==> config.mk <==
export PLATFORM = sky130hd
export DESIGN_NAME = sdram_cmd_ctrl
export DESIGN_NICKNAME = d
export VERILOG_FILES = /design/src/rtl/sdram_ctrl_pkg.sv /design/src/rtl/sdram_refresh_timer.sv /design/src/rtl/sdram_rd_capture.sv /design/src/rtl/sdram_cmd_ctrl.sv
export SDC_FILE = /design/constraint.sdc
export NUM_CORES = 1
export LEC_CHECK = 0
export ABC_CLOCK_PERIOD_IN_PS = 3200
export BUFFER_PORTS_ARGS = -buffer_cell sky130_fd_sc_hd__buf_4
export CAP_MARGIN = 5
export CORE_MARGIN = 3
export CORE_UTILIZATION = 35
export CTS_CLUSTER_DIAMETER = 50
export DETAILED_ROUTE_END_ITERATION = 12
export SLEW_MARGIN = 10
export SYNTH_ARGS = -nofsm -noshare
export SYNTH_HDL_FRONTEND = slang
export SYNTH_SLANG_ARGS = --single-unit
==> constraint.sdc <==
create_clock -name clk -period 3.2 [get_ports clk]
set_input_delay 0.64 -clock clk [delete_from_list [all_inputs] [get_ports clk]]
set_output_delay 0.64 -clock clk [all_outputs]
set_load 0.1 [all_outputs]
==> src/rtl/sdram_ctrl_pkg.sv <==
package sdram_ctrl_pkg;

  // {cs_n, ras_n, cas_n, we_n}
  typedef enum logic [3:0] {
    CMD_MRS = 4'b0000,
    CMD_REF = 4'b0001,
    CMD_PRE = 4'b0010,
    CMD_ACT = 4'b0011,
    CMD_WR  = 4'b0100,
    CMD_RD  = 4'b0101,
    CMD_BST = 4'b0110,
    CMD_NOP = 4'b0111
  } cmd_e;

  typedef enum logic [3:0] {
    ST_WAIT, ST_PREALL, ST_REF, ST_MRS, ST_IDLE,
    ST_ACT, ST_COL, ST_PRE, ST_DONE
  } st_e;

  function automatic int unsigned ns_to_clk(int unsigned ns, int unsigned tck);
    return (ns + tck - 1) / tck;
  endfunction

  function automatic int unsigned at_least2(int unsigned v);
    return (v < 2) ? 2 : v;
  endfunction

  function automatic int unsigned max_u(int unsigned a, int unsigned b);
    return (a > b) ? a : b;
  endfunction

  function automatic int unsigned sat_sub(int unsigned a, int unsigned b);
    return (a > b) ? a - b : 0;
  endfunction

  function automatic int unsigned bl_code(int unsigned bl);
    case (bl)
      1:       return 0;
      2:       return 1;
      4:       return 2;
      8:       return 3;
      default: return 7;
    endcase
  endfunction

  // burst code in bits 2..0, sequential order (bit 3 = 0), latency in bits 6..4
  function automatic int unsigned mode_word(int unsigned cl, int unsigned bl);
    return (cl << 4) | bl_code(bl);
  endfunction

endpackage

==> src/rtl/sdram_refresh_timer.sv <==
module sdram_refresh_timer #(
  parameter int unsigned PERIOD = 1000
) (
  input  logic clk,
  input  logic rst_n,
  input  logic clr,
  output logic due
);
  localparam int unsigned CW = $clog2(PERIOD + 1);

  logic [CW-1:0] cnt_q;
  logic          expire;

  assign expire = (cnt_q == CW'(PERIOD - 1));

  always_ff @(posedge clk or negedge rst_n) begin
    if (!rst_n) begin
      cnt_q <= '0;
      due   <= 1'b0;
    end else begin
      cnt_q <= expire ? '0 : cnt_q + 1'b1;
      if (expire)   due <= 1'b1;
      else if (clr) due <= 1'b0;
    end
  end

  // a pending refresh request is only withdrawn by issuing the refresh
  p_due_sticky_r8: assert property (@(posedge clk) disable iff (!rst_n)
    (due && !clr) |=> due);

endmodule

==> src/rtl/sdram_rd_capture.sv <==
module sdram_rd_capture #(
  parameter int unsigned CL = 2,
  parameter int unsigned DW = 32
) (
  input  logic          clk,
  input  logic          rst_n,
  input  logic          rd_cmd,
  input  logic [DW-1:0] dq_in,
  output logic [DW-1:0] data_q,
  output logic          valid_q
);
  logic [CL-1:0] pipe_q;

  generate
    if (CL == 1) begin : g_cl1
      always_ff @(posedge clk or negedge rst_n)
        if (!rst_n) pipe_q <= '0;
        else        pipe_q <= rd_cmd;
    end else begin : g_cln
      always_ff @(posedge clk or negedge rst_n)
        if (!rst_n) pipe_q <= '0;
        else        pipe_q <= {pipe_q[CL-2:0], rd_cmd};
    end
  endgenerate

  always_ff @(posedge clk or negedge rst_n) begin
    if (!rst_n) begin
      data_q  <= '0;
      valid_q <= 1'b0;
    end else begin
      valid_q <= pipe_q[CL-1];
      if (pipe_q[CL-1]) data_q <= dq_in;
    end
  end

  // reads are spaced so that at most one word is in flight
  p_one_inflight_r7: assert property (@(posedge clk) disable iff (!rst_n)
    $onehot0(pipe_q));

endmodule

==> src/rtl/sdram_cmd_ctrl.sv <==
module sdram_cmd_ctrl
  import sdram_ctrl_pkg::*;
#(
  parameter int unsigned CLK_PERIOD_NS = 8,
  parameter int unsigned POWERUP_NS    = 200000,
  parameter int unsigned T_RCD_NS      = 19,
  parameter int unsigned T_RP_NS       = 19,
  parameter int unsigned T_RAS_NS      = 50,
  parameter int unsigned T_RC_NS       = 70,
  parameter int unsigned T_RDL_CLK     = 2,
  parameter int unsigned T_REFW_NS     = 64000000,
  parameter int unsigned REF_ROWS      = 4096,
  parameter int unsigned CAS_LAT       = 2,
  parameter int unsigned BURST_LEN     = 1,
  parameter int unsigned BA_W          = 2,
  parameter int unsigned ROW_W         = 12,
  parameter int unsigned COL_W         = 9,
  parameter int unsigned DQ_W          = 32
) (
  input  logic                          clk,
  input  logic                          rst_n,
  input  logic                          req,
  input  logic                          req_we,
  input  logic [BA_W+ROW_W+COL_W-1:0]   req_addr,
  input  logic [DQ_W-1:0]               req_wdata,
  input  logic [DQ_W/8-1:0]             req_be,
  output logic                          ack,
  output logic [DQ_W-1:0]               rdata,
  output logic                          sd_cs_n,
  output logic                          sd_ras_n,
  output logic                          sd_cas_n,
  output logic                          sd_we_n,
  output logic [BA_W-1:0]               sd_ba,
  output logic [ROW_W-1:0]              sd_addr,
  output logic [DQ_W/8-1:0]             sd_dqm,
  output logic [DQ_W-1:0]               sd_dq_out,
  output logic                          sd_dq_oe,
  input  logic [DQ_W-1:0]               sd_dq_in
);
  localparam int unsigned BE_W    = DQ_W / 8;
  localparam int unsigned NBANK   = 1 << BA_W;
  localparam int unsigned HA_W    = BA_W + ROW_W + COL_W;
  localparam int unsigned TRCD_C  = at_least2(ns_to_clk(T_RCD_NS, CLK_PERIOD_NS));
  localparam int unsigned TRP_C   = at_least2(ns_to_clk(T_RP_NS, CLK_PERIOD_NS));
  localparam int unsigned TRAS_C  = ns_to_clk(T_RAS_NS, CLK_PERIOD_NS);
  localparam int unsigned TRC_C   = at_least2(ns_to_clk(T_RC_NS, CLK_PERIOD_NS));
  localparam int unsigned PWR_C   = at_least2(ns_to_clk(POWERUP_NS, CLK_PERIOD_NS));
  localparam int unsigned TRDL_C  = at_least2(T_RDL_CLK);
  localparam int unsigned TMRD_C  = 2;
  localparam int unsigned WR2PRE  = at_least2(max_u(TRDL_C, sat_sub(TRAS_C, TRCD_C)));
  localparam int unsigned RD2PRE  = at_least2(sat_sub(TRAS_C, TRCD_C));
  localparam int unsigned REFI_C  = T_REFW_NS / REF_ROWS / CLK_PERIOD_NS;
  localparam int unsigned WAIT_MX = max_u(max_u(PWR_C, TRC_C), max_u(WR2PRE, RD2PRE));
  localparam int unsigned WC_W    = $clog2(WAIT_MX + 1);
  localparam int unsigned SC_W    = 8;
  localparam logic [ROW_W-1:0] MODE_VAL = ROW_W'(mode_word(CAS_LAT, BURST_LEN));
  localparam logic [ROW_W-1:0] A10_ALL  = ROW_W'(1) << 10;

  st_e               st_q, ret_q;
  logic [WC_W-1:0]   wait_q;
  logic [1:0]        init_refs_q;
  cmd_e              cmd_q;
  logic [BA_W-1:0]   ba_q;
  logic [ROW_W-1:0]  addr_q;
  logic [BE_W-1:0]   dqm_q;
  logic [DQ_W-1:0]   dq_out_q;
  logic              dq_oe_q, ack_q, wr_tail_q;
  logic              h_we;
  logic [BA_W-1:0]   h_ba;
  logic [ROW_W-1:0]  h_row;
  logic [COL_W-1:0]  h_col;
  logic [DQ_W-1:0]   h_wdata;
  logic [BE_W-1:0]   h_be;

  // named internal events
  logic ev_ref_issue, ref_due, ev_rd_out, cap_valid;
  assign ev_ref_issue = (st_q == ST_REF);
  assign ev_rd_out    = (cmd_q == CMD_RD);

  sdram_refresh_timer #(.PERIOD(REFI_C)) u_refi (
    .clk(clk), .rst_n(rst_n), .clr(ev_ref_issue), .due(ref_due));

  sdram_rd_capture #(.CL(CAS_LAT), .DW(DQ_W)) u_cap (
    .clk(clk), .rst_n(rst_n), .rd_cmd(ev_rd_out), .dq_in(sd_dq_in),
    .data_q(rdata), .valid_q(cap_valid));

  always_ff @(posedge clk or negedge rst_n) begin
    if (!rst_n) begin
      st_q        <= ST_WAIT;
      ret_q       <= ST_PREALL;
      wait_q      <= WC_W'(PWR_C - 2);
      init_refs_q <= 2'd0;
      cmd_q       <= CMD_NOP;
      ba_q        <= '0;
      addr_q      <= '0;
      dqm_q       <= '0;
      dq_out_q    <= '0;
      dq_oe_q     <= 1'b0;
      ack_q       <= 1'b0;
      wr_tail_q   <= 1'b0;
      h_we        <= 1'b0;
      h_ba        <= '0;
      h_row       <= '0;
      h_col       <= '0;
      h_wdata     <= '0;
      h_be        <= '0;
    end else begin
      cmd_q   <= CMD_NOP;
      ack_q   <= 1'b0;
      dq_oe_q <= 1'b0;
      unique case (st_q)
        ST_WAIT: begin
          dqm_q <= wr_tail_q ? '1 : '0;
          if (wait_q == '0) st_q <= ret_q;
          else              wait_q <= wait_q - 1'b1;
        end
        ST_PREALL: begin
          cmd_q       <= CMD_PRE;
          addr_q      <= A10_ALL;
          init_refs_q <= 2'd2;
          wait_q      <= WC_W'(TRP_C - 2);
          ret_q       <= ST_REF;
          st_q        <= ST_WAIT;
        end
        ST_REF: begin
          cmd_q  <= CMD_REF;
          wait_q <= WC_W'(TRC_C - 2);
          st_q   <= ST_WAIT;
          if (init_refs_q != 2'd0) init_refs_q <= init_refs_q - 2'd1;
          ret_q <= (init_refs_q == 2'd2) ? ST_REF :
                   (init_refs_q == 2'd1) ? ST_MRS : ST_IDLE;
        end
        ST_MRS: begin
          cmd_q  <= CMD_MRS;
          ba_q   <= '0;
          addr_q <= MODE_VAL;
          wait_q <= WC_W'(TMRD_C - 2);
          ret_q  <= ST_IDLE;
          st_q   <= ST_WAIT;
        end
        ST_IDLE: begin
          dqm_q <= '0;
          if (ref_due) begin
            st_q <= ST_REF;
          end else if (req) begin
            h_we    <= req_we;
            h_ba    <= req_addr[HA_W-1 -: BA_W];
            h_row   <= req_addr[COL_W +: ROW_W];
            h_col   <= req_addr[0 +: COL_W];
            h_wdata <= req_wdata;
            h_be    <= req_be;
            st_q    <= ST_ACT;
          end
        end
        ST_ACT: begin
          cmd_q  <= CMD_ACT;
          ba_q   <= h_ba;
          addr_q <= h_row;
          wait_q <= WC_W'(TRCD_C - 2);
          ret_q  <= ST_COL;
          st_q   <= ST_WAIT;
        end
        ST_COL: begin
          addr_q <= ROW_W'(h_col);
          ret_q  <= ST_PRE;
          st_q   <= ST_WAIT;
          if (h_we) begin
            cmd_q     <= CMD_WR;
            dq_out_q  <= h_wdata;
            dq_oe_q   <= 1'b1;
            dqm_q     <= ~h_be;
            wr_tail_q <= 1'b1;
            wait_q    <= WC_W'(WR2PRE - 2);
          end else begin
            cmd_q  <= CMD_RD;
            dqm_q  <= '0;
            wait_q <= WC_W'(RD2PRE - 2);
          end
        end
        ST_PRE: begin
          cmd_q     <= CMD_PRE;
          addr_q    <= '0;
          dqm_q     <= wr_tail_q ? '1 : '0;
          wr_tail_q <= 1'b0;
          wait_q    <= WC_W'(TRP_C - 2);
          ret_q     <= ST_DONE;
          st_q      <= ST_WAIT;
        end
        ST_DONE: begin
          ack_q <= 1'b1;
          st_q  <= ST_IDLE;
        end
        default: st_q <= ST_IDLE;
      endcase
    end
  end

  assign {sd_cs_n, sd_ras_n, sd_cas_n, sd_we_n} = cmd_q;
  assign sd_ba     = ba_q;
  assign sd_addr   = addr_q;
  assign sd_dqm    = dqm_q;
  assign sd_dq_out = dq_out_q;
  assign sd_dq_oe  = dq_oe_q;
  assign ack       = ack_q;

  // bank state and spacing counters observed from the command stream
  logic [NBANK-1:0] open_q;
  logic [SC_W-1:0]  since_act, since_wr, since_pre, since_ref;

  function automatic logic [SC_W-1:0] bump(logic [SC_W-1:0] v);
    return (v == '1) ? v : v + 1'b1;
  endfunction

  always_ff @(posedge clk or negedge rst_n) begin
    if (!rst_n) begin
      open_q    <= '0;
      since_act <= '1;
      since_wr  <= '1;
      since_pre <= '1;
      since_ref <= '1;
    end else begin
      since_act <= (cmd_q == CMD_ACT) ? SC_W'(1) : bump(since_act);
      since_wr  <= (cmd_q == CMD_WR)  ? SC_W'(1) : bump(since_wr);
      since_pre <= (cmd_q == CMD_PRE) ? SC_W'(1) : bump(since_pre);
      since_ref <= (cmd_q == CMD_REF) ? SC_W'(1) : bump(since_ref);
      if (cmd_q == CMD_ACT) open_q[ba_q] <= 1'b1;
      if (cmd_q == CMD_PRE) begin
        if (addr_q[10]) open_q <= '0;
        else            open_q[ba_q] <= 1'b0;
      end
    end
  end

  p_mrs_banks_idle_r3: assert property (@(posedge clk) disable iff (!rst_n)
    (cmd_q == CMD_MRS) |-> (open_q == '0));
  p_ref_banks_idle_r3: assert property (@(posedge clk) disable iff (!rst_n)
    (cmd_q == CMD_REF) |-> (open_q == '0));
  p_mrs_quiet_r3: assert property (@(posedge clk) disable iff (!rst_n)
    (cmd_q == CMD_MRS) |=> (cmd_q == CMD_NOP));
  p_rcd_r5: assert property (@(posedge clk) disable iff (!rst_n)
    (cmd_q == CMD_RD || cmd_q == CMD_WR) |-> (since_act >= SC_W'(TRCD_C)));
  p_wr_to_pre_r6: assert property (@(posedge clk) disable iff (!rst_n)
    (cmd_q == CMD_PRE) |-> (since_wr >= SC_W'(TRDL_C)));
  p_rd_mask_low_r7: assert property (@(posedge clk) disable iff (!rst_n)
    (cmd_q == CMD_RD || cap_valid) |-> (dqm_q == '0));
  p_act_closed_r9: assert property (@(posedge clk) disable iff (!rst_n)
    (cmd_q == CMD_ACT) |-> (!open_q[ba_q] && since_pre >= SC_W'(TRP_C)
                            && since_ref >= SC_W'(TRC_C)));
  p_ack_pulse_r9: assert property (@(posedge clk) disable iff (!rst_n)
    ack_q |=> !ack_q);

endmodule

==> qor.tcl, run 1 <==
set qor(overflow) 0
set qor(clk-insertion-delay-late_ps) 430
set qor(detail_route.vias_per_cell) 5.03
set qor(rrSetupSlack_ps) 660
set qor(postRouteWirelength_um) 17500
set qor(post-synth-top-area-cell) {sky130_fd_sc_hd__dfrtp_1}
set qor(share_of_the_yosys_chip_area_belonging_to_registers_pct) 61.5
set qor(clock_tree.root_cell) {sky130_fd_sc_hd__clkbuf_16}
set qor(io_buffers) 181
set qor(overall_track_demand_over_capacity_in_global_routing_pct) 14.9
set qor(tritoncts_num_sinks) 187
set qor(post_cts.repair.setup_buffers) 0
set qor(path_max_fanout) 10
set qor(clk_pin_slew_worst_paths_ps) 70
set qor(synth.lib_cells_used.distinct) 54
set qor(final.hold.worst_slack_ps) 196
set qor(timing.max_slew.rel_slack_pct) 43.3
set qor(detail_route.wl_per_cell_um) 16.9
set qor(min_tclk_post_route_ps) 2540
set qor(detail-route-antenna-nets) 0
set qor(die_area_um2) 23600
set qor(grt_max_degree) 67
set qor(cts_resized) 0
set qor(area_delta_synth_final_pct) 30.0
set qor(max-clock-path-buffers) 2
set qor(timing.final.setup_violations) 0
set qor(dominantRegCellSynth) {sky130_fd_sc_hd__dfrtp_1}
set qor(fin_skew_ps) 8.86
set qor(status) {finished, final reports clean}
set qor(final_core_util_pct) 46.8
set qor(dp_hpwl_um) 12600
set qor(post-route-drc-count) 0
set qor(route.vias.total) 5188
set qor(grt_setup_unrepaired) {false}
set qor(required_ps) 3520
set qor(hold_class) {input pin to async pin}
set qor(mappedNetlistNets) 669
set qor(initial_utilization_pct) 36.0
set qor(wire_length_of_the_first_global_routing_pass_um) 28300
set qor(gpl_congestion) 0.880
set qor(drv_cap) 0
set qor(critical_path.startpoint_type) {flip-flop}
set qor(vias_in_the_first_global_route) 5432
set qor(initial_antenna_violation_count) 0
set qor(syn_area_per_cell_um2) 13.4
set qor(drv_slew) 0
set qor(worstPathArrival_ps) 2860
set qor(post_synth_inst_count) 569
set qor(fin_crit_sh_pct) 79.4
set qor(cts-buffers-inserted) 17
set qor(floorplan.core_area_um2) 21200
set qor(timing.setup.critical_path_class) {flip-flop to flip-flop}
set qor(max_freq_ghz) 0.394
set qor(post_synth_edffs) 0
set qor(final_net_count) 844
set qor(netlist_area_um2) 7630
set qor(multi_input_area_um2) 2730
set qor(tightest_slew_ps) 847
set qor(synth_seq_cells) 187
set qor(drive_gt1_share_pct) 48.3
set qor(io_pins) 183
set qor(layout.cell_area.non_filler_um2) 9920
set qor(fill_cells) 1925
set qor(clock_tree_from_tritoncts) {done}
set qor(async_flop_share_pct) 100
set qor(post_synth_main_area_contributors) {sky130_fd_sc_hd__dfrtp_1, sky130_fd_sc_hd__mux2_2, sky130_fd_sc_hd__dfstp_2}
set qor(sequential_cell_area_um2) 4690
set qor(placed_cell_area_um2) 9290
set qor(end_kind) {flip-flop}
set qor(cts-hold-fix-buffers) 0
set qor(dr.first_iter.drc_count) 292
set qor(antenna-diode-count) 0
set qor(finalSetupTns_ps) 0
set qor(die_x_um) 154
set qor(die_height_um) 154
set qor(firstDrtPassIters) 5
set qor(fp-row-count) 53
set qor(report.final.hold_viol_count) 0
set qor(warning_count_from_the_yosys_run) 0
set qor(yosys.area.top_type_share_pct) 57.7
set qor(cts_max_level) 4
[synthesized netlist by cell type (9+ instances only)]
master and count:
sky130_fd_sc_hd__a21oi_1 14, sky130_fd_sc_hd__clkbuf_1 15, sky130_fd_sc_hd__buf_1 12, sky130_fd_sc_hd__mux2_2 124, sky130_fd_sc_hd__nand3_1 9, sky130_fd_sc_hd__o21ai_0 15
sky130_fd_sc_hd__dfstp_2 11, sky130_fd_sc_hd__dfrtp_1 176, sky130_fd_sc_hd__inv_1 19, sky130_fd_sc_hd__nor2_1 23, sky130_fd_sc_hd__nand2_1 24
[path summary, 6_finish.rpt]
path | start | endpoint | cells after the start
min reg2reg | u_cap.pipe_q[0]$_DFF_PN0_ | u_cap.pipe_q[1]$_DFF_PN0_ | 0
max in group asynchronous | rst_n | wait_q[2]$_DFFE_PN1P_ | 2
max | wait_q[0]$_DFFE_PN0P_ | wait_q[0]$_DFFE_PN0P_ | 7
min | rst_n | u_cap.data_q[16]$_DFFE_PN0P_ | 1
min in group clk | u_cap.pipe_q[0]$_DFF_PN0_ | u_cap.pipe_q[1]$_DFF_PN0_ | 0
max reg2reg | wait_q[0]$_DFFE_PN0P_ | wait_q[0]$_DFFE_PN0P_ | 7
[placed cells by master (no fill, tap or decap), types with 9 or more instances in the layout]
cell type	count
sky130_fd_sc_hd__mux2_2	124
sky130_fd_sc_hd__o21ai_0	15
sky130_fd_sc_hd__nor2_1	23
sky130_fd_sc_hd__nand3_1	9
sky130_fd_sc_hd__nand2_1	22
sky130_fd_sc_hd__buf_4	184
sky130_fd_sc_hd__dfstp_2	11
sky130_fd_sc_hd__dfrtp_1	175
sky130_fd_sc_hd__a21oi_1	14
sky130_fd_sc_hd__clkbuf_16	17
sky130_fd_sc_hd__inv_1	19
[worst max-delay path, stage by stage (launching register included)]
cell and delay, ps:
sky130_fd_sc_hd__dfrtp_1 430, sky130_fd_sc_hd__inv_1 100, sky130_fd_sc_hd__ha_1 180, sky130_fd_sc_hd__or3b_2 550, sky130_fd_sc_hd__nor4_2 550, sky130_fd_sc_hd__buf_4 280, sky130_fd_sc_hd__mux2i_1 80, sky130_fd_sc_hd__nor4_1 260
[layout make-up]
class,count,share of cell area (%)
flip-flops and latches,187,47.3
multi-input cells,330,27.5
repair buffers,188,14.6
clock buffers,17,4.29
well taps,275,3.47
clock inverters,15,2.07
inverters,20,0.757
[logic make-up after synthesis]
logic type | share of synthesized area [%]
compound gates | 6.46
flops | 61.5
buf+inv | 2.84
xor+xnor | 0.918
mux | 19.4
simple gates | 8.05
fa+ha+maj | 0.820
other cells | 0.0491
[per-stage QoR]
stage | cells | setup WS (ps)
floorplan | 569 | 844
global placement | 1000 | 719
global route | 1032 | 375
CTS | 1032 | 677
finish | 1032 | 660
detailed placement | 1000 | 694
[flip-flops by register name (all words and copies together) (netlist names), 4 cells and up]
| register | flops |
|---|---|
| h_wdata | 32 |
| sd_dq_out | 32 |
| u_cap.data_q | 32 |
| wait_q | 15 |
| h_row | 12 |
| sd_addr | 12 |
| u_refi.cnt_q | 11 |
| h_col | 9 |
| h_be | 4 |
| ret_q | 4 |
| sd_dqm | 4 |
| st_q | 4 |
[layer usage]
metal  GRT usage, %  vias up  wire length [um]  part of all wire (%)
li1               -     2404                 -                     -
met5              0        -                 0                     0
met2           23.9      196              8500                    49
met1           18.7     2558              7310                    42
met4           6.52        0               452                   2.6
met3           4.59       30              1230                   7.0
Power of run 1 is not shown: default switching activity piles up to over one toggle a cycle in this logic, so the estimate is an artifact.
==> run 2: changes to the inputs <==
ABC_AREA = 1   (was unset)
ABC_CLOCK_PERIOD_IN_PS = 2400   (was 3200)
clock period = 2.4 ns   (was 3.2 ns; I/O delays follow)
==> qor.tcl, run 2 <==
set qor(worstPathBufferInverterCount) 3 ;# was 2
set qor(grtUsageMet1_pct) 20.1 ;# was 18.7%
set qor(dr.first_iter.drc_count) 267 ;# was 292
set qor(tritoncts_num_sinks) 187 ;# unchanged
set qor(gpl_congestion) 0.864 ;# was 0.880
set qor(die_area_um2) 24300 ;# was 23,600 um2
set qor(timing.max_slew.rel_slack_pct) 55.4 ;# was 43.3%
set qor(final.hold.worst_slack_ps) 16.7 ;# was 196 ps
set qor(required_ps) 2750 ;# was 3520 ps
set qor(yosys.area.top_type_share_pct) 56.1 ;# was 57.7%
set qor(cts_max_level) 4 ;# unchanged
set qor(layout_commonest_cell) {sky130_fd_sc_hd__nand2_1} ;# was sky130_fd_sc_hd__buf_4
set qor(syn_area_per_cell_um2) 9.57 ;# was 13.4 um2
set qor(initial_utilization_pct) 35.8 ;# was 36.0%
set qor(area_delta_synth_final_pct) 27.8 ;# was 30.0%
set qor(end_kind) {flip-flop} ;# unchanged
set qor(worstPathCellList) {inv_1 -> nor2_1 -> nand2_1 -> inv_1 -> nand2_1 -> inv_2 -> nand2_1 -> nand2_1} ;# was inv_1 -> ha_1 -> or3b_2 -> nor4_2 -> buf_4 -> mux2i_1 -> nor4_1
set qor(hold_class) {input pin to async pin} ;# unchanged
set qor(io_buffers) 181 ;# unchanged
set qor(initial_antenna_violation_count) 0 ;# unchanged
set qor(grt.met3_usage_pct) 3.88 ;# was 4.59%
set qor(tightest_slew_ps) 670 ;# was 847 ps
set qor(post-route-drc-count) 0 ;# unchanged
set qor(critical_path.max_stage_delay_ps) 480 ;# was 550 ps
set qor(fin_crit_sh_pct) 74.5 ;# was 79.4%
set qor(route.vias.total) 5854 ;# was 5,188
set qor(wire_length_of_the_first_global_routing_pass_um) 29600 ;# was 28,300 um
set qor(status) {finished, final reports clean} ;# unchanged
set qor(vias_in_the_first_global_route) 5915 ;# was 5,432
set qor(floorplan.core_area_um2) 22000 ;# was 21,200 um2
set qor(io_pins) 183 ;# unchanged
set qor(finalSetupTns_ps) 0 ;# unchanged
set qor(async_flop_share_pct) 100 ;# unchanged
set qor(worstPathArrival_ps) 2140 ;# was 2860 ps
set qor(fp-row-count) 54 ;# was 53
set qor(mappedNetlistNets) 921 ;# was 669
set qor(drv_slew) 0 ;# unchanged
set qor(critical-path-top-delay-family) {buffers and inverters} ;# was simple AND/OR/NAND/NOR gates
set qor(synthMostInstantiatedCell) {sky130_fd_sc_hd__nand2_1} ;# was sky130_fd_sc_hd__dfrtp_1
set qor(critical_path.startpoint_type) {flip-flop} ;# unchanged
set qor(post_synth_inst_count) 821 ;# was 569
set qor(drv_cap) 0 ;# unchanged
set qor(clk-insertion-delay-late_ps) 420 ;# was 430 ps
set qor(groute.layer.met2.usage_pct) 25.0 ;# was 23.9%
set qor(netlist_area_um2) 7860 ;# was 7630 um2
set qor(overall_track_demand_over_capacity_in_global_routing_pct) 15.2 ;# was 14.9%
set qor(die_height_um) 156 ;# was 154 um
set qor(cts_resized) 0 ;# unchanged
set qor(mostFrequentLayoutCells) {sky130_fd_sc_hd__nand2_1, sky130_fd_sc_hd__buf_4, sky130_fd_sc_hd__dfrtp_1} ;# was sky130_fd_sc_hd__buf_4, sky130_fd_sc_hd__dfrtp_1, sky130_fd_sc_hd__mux2_2
set qor(dominantRegCellSynth) {sky130_fd_sc_hd__dfrtp_1} ;# unchanged
set qor(clk_pin_slew_worst_paths_ps) 70 ;# about the same
set qor(synth_commonest_cells) {sky130_fd_sc_hd__nand2_1, sky130_fd_sc_hd__dfrtp_1, sky130_fd_sc_hd__inv_1, sky130_fd_sc_hd__nor2_1} ;# was sky130_fd_sc_hd__dfrtp_1, sky130_fd_sc_hd__mux2_2, sky130_fd_sc_hd__nand2_1, sky130_fd_sc_hd__nor2_1, sky130_fd_sc_hd__inv_1
set qor(post-synth-top-area-cell) {sky130_fd_sc_hd__dfrtp_1} ;# unchanged
set qor(synth_seq_cells) 187 ;# unchanged
set qor(clock_tree.root_cell) {sky130_fd_sc_hd__clkbuf_16} ;# unchanged
set qor(share_of_the_yosys_chip_area_belonging_to_registers_pct) 59.7 ;# was 61.5%
set qor(min_tclk_post_route_ps) 1790 ;# was 2540 ps
set qor(post_synth_main_area_contributors) {sky130_fd_sc_hd__dfrtp_1, sky130_fd_sc_hd__nand2_1, sky130_fd_sc_hd__inv_1} ;# was sky130_fd_sc_hd__dfrtp_1, sky130_fd_sc_hd__mux2_2, sky130_fd_sc_hd__dfstp_2
set qor(grt.busiest_layer) {met2} ;# unchanged
set qor(dp_hpwl_um) 12800 ;# was 12,600 um
set qor(antenna-diode-count) 0 ;# unchanged
set qor(post_synth_edffs) 0 ;# unchanged
set qor(synth.lib_cells_used.distinct) 37 ;# was 54
set qor(max_freq_ghz) 0.560 ;# was 0.394 GHz
set qor(grt_max_degree) 63 ;# was 67
set qor(clock_tree_from_tritoncts) {done} ;# unchanged
set qor(overflow) 0 ;# unchanged
set qor(detail_route.wl_per_cell_um) 13.9 ;# was 16.9 um
set qor(worst_path_most_repeated_cell) {sky130_fd_sc_hd__nand2_1}
set qor(cpMaxStageDelayCell) {sky130_fd_sc_hd__dfrtp_1} ;# was sky130_fd_sc_hd__or3b_2
set qor(detail_route.vias_per_cell) 4.53 ;# was 5.03
set qor(timing.setup.critical_path_class) {flip-flop to flip-flop} ;# unchanged
set qor(post_cts.repair.setup_buffers) 0 ;# unchanged
set qor(timing.final.setup_violations) 0 ;# unchanged
set qor(final_net_count) 1100 ;# was 844
set qor(die_x_um) 156 ;# was 154 um
set qor(cts-hold-fix-buffers) 0 ;# unchanged
set qor(fin_skew_ps) 10.5 ;# was 8.86 ps
set qor(postRouteWirelength_um) 18000 ;# was 17,500 um
set qor(grt_setup_unrepaired) {false} ;# unchanged
set qor(report.final.hold_viol_count) 0 ;# unchanged
set qor(max-clock-path-buffers) 2 ;# unchanged
set qor(drive_gt1_share_pct) 28.3 ;# was 48.3%
set qor(detail-route-antenna-nets) 0 ;# unchanged
set qor(cts-buffers-inserted) 17 ;# unchanged
set qor(path_max_fanout) 32 ;# was 10
set qor(firstDrtPassIters) 4 ;# was 5
set qor(warning_count_from_the_yosys_run) 0 ;# unchanged
-- run 2: cell count changes after synthesis, sizes merged, moves of 10 or more --
cell and delta:
inv +87, buf +11, nand2 +201, clkbuf -10
nand3 +18, mux2 -92, nor2 +40, o21ai +51
a21oi +17
-- run 2: cell families (layout without fill, tap and decap cells) --
group,after synthesis,count (layout),synth area share [%]
other cells,1,1,0.0477
xor+xnor,5,5,0.557
buf+inv,139,331,8.22
fa+ha+maj,5,5,0.796
mux,32,32,4.59
compound gates,122,122,9.09
flops,187,187,59.7
simple gates,330,330,17.0
-- run 2: per-stage QoR --
step / instance area (um2) / setup WS (ps) / cells / util, %
2_1_floorplan: 7860 / 870 / 821 / -
3_3_place_gp: 9440 / 644 / 1261 / 43.0
3_5_place_dp: 9440 / 573 / 1261 / 43.0
4_1_cts: 10000 / 564 / 1293 / 45.7
5_1_grt: 10000 / 315 / 1293 / 45.7
6_report: 10000 / 613 / 1293 / 45.7
-- run 2: area by class of cell --
| class | count | area (um2) |
|---|---|---|
| Tap cell | 280 | 350 |
| Sequential cell | 187 | 4690 |
| Clock buffer | 20 | 467 |
| Fill cell | 2121 | 11900 |
| Multi-Input combinational cell | 495 | 2530 |
| Clock inverter | 12 | 136 |
| Inverter | 106 | 398 |
| Timing Repair Buffer | 193 | 1470 |
-- run 2: final timing paths --
path                            cells past startpoint                       from  slack, ps                      endpoint
min in group clk                                    2               sd_dq_in[17]        290  u_cap.data_q[17]$_DFFE_PN0P_
worst min register to register                      0  u_cap.pipe_q[0]$_DFF_PN0_        350     u_cap.pipe_q[1]$_DFF_PN0_
worst max-delay path                                8        st_q[1]$_DFFE_PN0P_        610     sd_dq_out[27]$_DFFE_PN0P_
worst min-delay path                                1                      rst_n         20        sd_addr[9]$_DFFE_PN0P_
max in group asynchronous                           2                      rst_n       1660         wait_q[7]$_DFFE_PN1P_
worst max register to register                      8        st_q[1]$_DFFE_PN0P_        610     sd_dq_out[27]$_DFFE_PN0P_
-- run 2: per-layer routing --
metal  part of all wire, %  up-vias
met5                     0        -
met3                   6.0       11
met2                    47      153
met4                  0.76        0
met1                    47     2733
li1                      -     2957
-- run 2: worst reg2reg max path, cell delays in order, from the launching register on --
cell and delay [ps]:
sky130_fd_sc_hd__dfrtp_1 480, sky130_fd_sc_hd__inv_1 130, sky130_fd_sc_hd__nor2_1 210, sky130_fd_sc_hd__nand2_1 100, sky130_fd_sc_hd__inv_1 80, sky130_fd_sc_hd__nand2_1 70, sky130_fd_sc_hd__inv_2 450, sky130_fd_sc_hd__nand2_1 130
sky130_fd_sc_hd__nand2_1 90
Power of run 2 is left out for the same reason.
==> run 3: changes to the inputs <==
ABC_CLOCK_PERIOD_IN_PS = 1600   (was 2400)
clock period = 1.6 ns   (was 2.4 ns; I/O delays follow)
==> qor.tcl, run 3 (same netlist as run 2, synthesis figures left out) <==
set qor(overall_track_demand_over_capacity_in_global_routing_pct) 15.1 ;# was 15.2%
set qor(number_of_stages_on_the_worst_setup_path) 1 ;# was 8
set qor(worst_r2r_startpoint) {st_q[0]$_DFFE_PN0P_} ;# was st_q[1]$_DFFE_PN0P_
set qor(rrSetupSlack_ps) 90 ;# was 610 ps
set qor(required_ps) 1280 ;# was 2750 ps
set qor(status) {finished, final reports clean} ;# unchanged
set qor(firstDrtPassIters) 4 ;# unchanged
set qor(dr.first_iter.drc_count) 264 ;# was 267
set qor(postRouteWirelength_um) 18500 ;# was 18,000 um
set qor(clock_tree.root_cell) {sky130_fd_sc_hd__clkbuf_16} ;# unchanged
set qor(final_core_util_pct) 48.1 ;# was 45.7%
set qor(report.final.hold_viol_count) 0 ;# unchanged
set qor(grt_max_degree) 48 ;# was 63
set qor(cts_max_level) 4 ;# unchanged
set qor(fp-row-count) 54 ;# unchanged
set qor(worstPathArrival_ps) 1200 ;# was 2140 ps
set qor(initial_antenna_violation_count) 0 ;# unchanged
set qor(worstPathBufferInverterCount) 1 ;# was 3
set qor(detail-route-antenna-nets) 0 ;# unchanged
set qor(die_height_um) 156 ;# unchanged
set qor(clk-insertion-delay-late_ps) 430 ;# was 420 ps
set qor(critical-path-top-delay-family) {flip-flops} ;# was buffers and inverters
set qor(overflow) 0 ;# unchanged
set qor(timing.critical_path.to) {sd_cas_n} ;# was sd_dq_out[27]$_DFFE_PN0P_
set qor(timing.setup.critical_path_class) {flip-flop to output port} ;# was flip-flop to flip-flop
set qor(die_x_um) 156 ;# unchanged
set qor(initial_utilization_pct) 35.8 ;# unchanged
set qor(critical_path.startpoint_type) {flip-flop} ;# unchanged
set qor(vias_in_the_first_global_route) 5865 ;# was 5,915
set qor(max-clock-path-buffers) 2 ;# unchanged
set qor(clock_tree_from_tritoncts) {done} ;# unchanged
set qor(wire_length_of_the_first_global_routing_pass_um) 29400 ;# was 29,600 um
set qor(end_kind) {output port} ;# was flip-flop
set qor(floorplan.core_area_um2) 22000 ;# unchanged
set qor(timing.final.setup_violations) 0 ;# unchanged
set qor(mostFrequentLayoutCells) {sky130_fd_sc_hd__nand2_1, sky130_fd_sc_hd__buf_4, sky130_fd_sc_hd__dfrtp_1} ;# unchanged
set qor(io_pins) 183 ;# unchanged
set qor(cpMaxStageDelayCell) {sky130_fd_sc_hd__dfstp_2} ;# was sky130_fd_sc_hd__dfrtp_1
set qor(hold_class) {input pin to flip-flop} ;# was input pin to async pin
set qor(post-route-drc-count) 0 ;# unchanged
set qor(detail_route.vias_per_cell) 4.55 ;# was 4.53
set qor(r2r_end) {wait_q[9]$_DFFE_PN0P_} ;# was sd_dq_out[27]$_DFFE_PN0P_
set qor(worstSetupStartpoint) {cmd_q[1]$_DFF_PN1_} ;# was st_q[1]$_DFFE_PN0P_
set qor(fin_skew_ps) 8.19 ;# was 10.5 ps
set qor(preCtsSetupSlack_ps) 10.8 ;# was 573 ps
set qor(gpl_congestion) 0.826 ;# was 0.864
set qor(area_delta_synth_final_pct) 34.6 ;# was 27.8%
set qor(min_tclk_post_route_ps) 1520
set qor(placed_cell_area_um2) 9780 ;# was 9440 um2
set qor(drv_cap) 0 ;# unchanged
set qor(route.vias.total) 6056 ;# was 5,854
set qor(path_max_fanout) 2 ;# was 32
set qor(finalSetupTns_ps) 0 ;# unchanged
set qor(worstPathCellList) {buf_6} ;# was inv_1 -> nor2_1 -> nand2_1 -> inv_1 -> nand2_1 -> inv_2 -> nand2_1 -> nand2_1
set qor(dp_hpwl_um) 13100 ;# was 12,800 um
set qor(finalWorstSetupSlack_ps) 76.3 ;# was 613 ps
set qor(critical_path.max_stage_delay_ps) 540 ;# was 480 ps
set qor(die_area_um2) 24300 ;# unchanged
set qor(layout_commonest_cell) {sky130_fd_sc_hd__nand2_1} ;# unchanged
set qor(drive_gt1_share_pct) 32.2 ;# was 28.3%
set qor(io_buffers) 181 ;# unchanged
set qor(max_freq_ghz) 0.656
set qor(detail_route.wl_per_cell_um) 13.9 ;# about the same
set qor(tritoncts_num_sinks) 187 ;# unchanged
set qor(antenna-diode-count) 0 ;# unchanged
set qor(drv_slew) 0 ;# unchanged
set qor(layout.cell_area.non_filler_um2) 10600 ;# was 10,000 um2
set qor(final_net_count) 1138 ;# was 1,100
set qor(fin_crit_sh_pct) 95.2
set qor(cts-buffers-inserted) 17 ;# unchanged
set qor(clk_pin_slew_worst_paths_ps) 70 ;# about the same
set qor(r2r.worst_path.cells) 7 ;# was 8
[run 3: changes by cell type in the layout (fill, tap and decap cells not counted), sizes merged]
cell,change
buf,+34
bufinv,+1
clkinv,-3
clkinvlp,+1
dlygate4sd3,+1
inv,+4
[run 3: layer usage]
layer | track usage (%) | part of all wire (%)
met4 | 5.72 | 2.1
met1 | 20.4 | 46
met2 | 23.6 | 46
met3 | 3.86 | 5.8
met5 | 0 | 0
[run 3: cell type report]
| type | instances | area [um2] |
|---|---|---|
| fillers | 2124 | 11400 |
| inverters | 106 | 398 |
| multi-input cells | 495 | 2600 |
| repair buffers | 231 | 1920 |
| flip-flops and latches | 187 | 4690 |
| well taps | 280 | 350 |
| clock buffers | 17 | 425 |
| clock inverters | 15 | 185 |
[run 3: through the flow]
step	hold slack, ps	std cells
2_1_floorplan	24.4	821
3_3_place_gp	283	1293
3_5_place_dp	292	1293
4_1_cts	87.7	1326
5_1_grt	94.2	1331
6_report	113	1331
[run 3: how the worst min path moves through the flow]
stage                             from                           end  slack (ps)  cells past startpoint
after floorplan                  rst_n                 ack$_DFF_PN0_          20                      0
after global placement           rst_n          h_row[9]$_DFFE_PN0P_         280                      1
after detailed placement         rst_n          h_row[9]$_DFFE_PN0P_         290                      1
after CTS                 sd_dq_in[17]  u_cap.data_q[17]$_DFFE_PN0P_          90                      2
after global routing      sd_dq_in[18]  u_cap.data_q[18]$_DFFE_PN0P_          90                      2
final                     sd_dq_in[17]  u_cap.data_q[17]$_DFFE_PN0P_         110                      2
[run 3: repair_timing]
action                                  4_1_cts  5_1_grt
endpoints found under the setup margin        1       72
pin swaps                                     0        6
hold endpoints to repair                     28        0
buffers inserted                              0        2
gates resized for setup                       1       28
hold buffers                                  1        0
gates cloned                                  0        3
Power of run 3 is left out for the same reason.
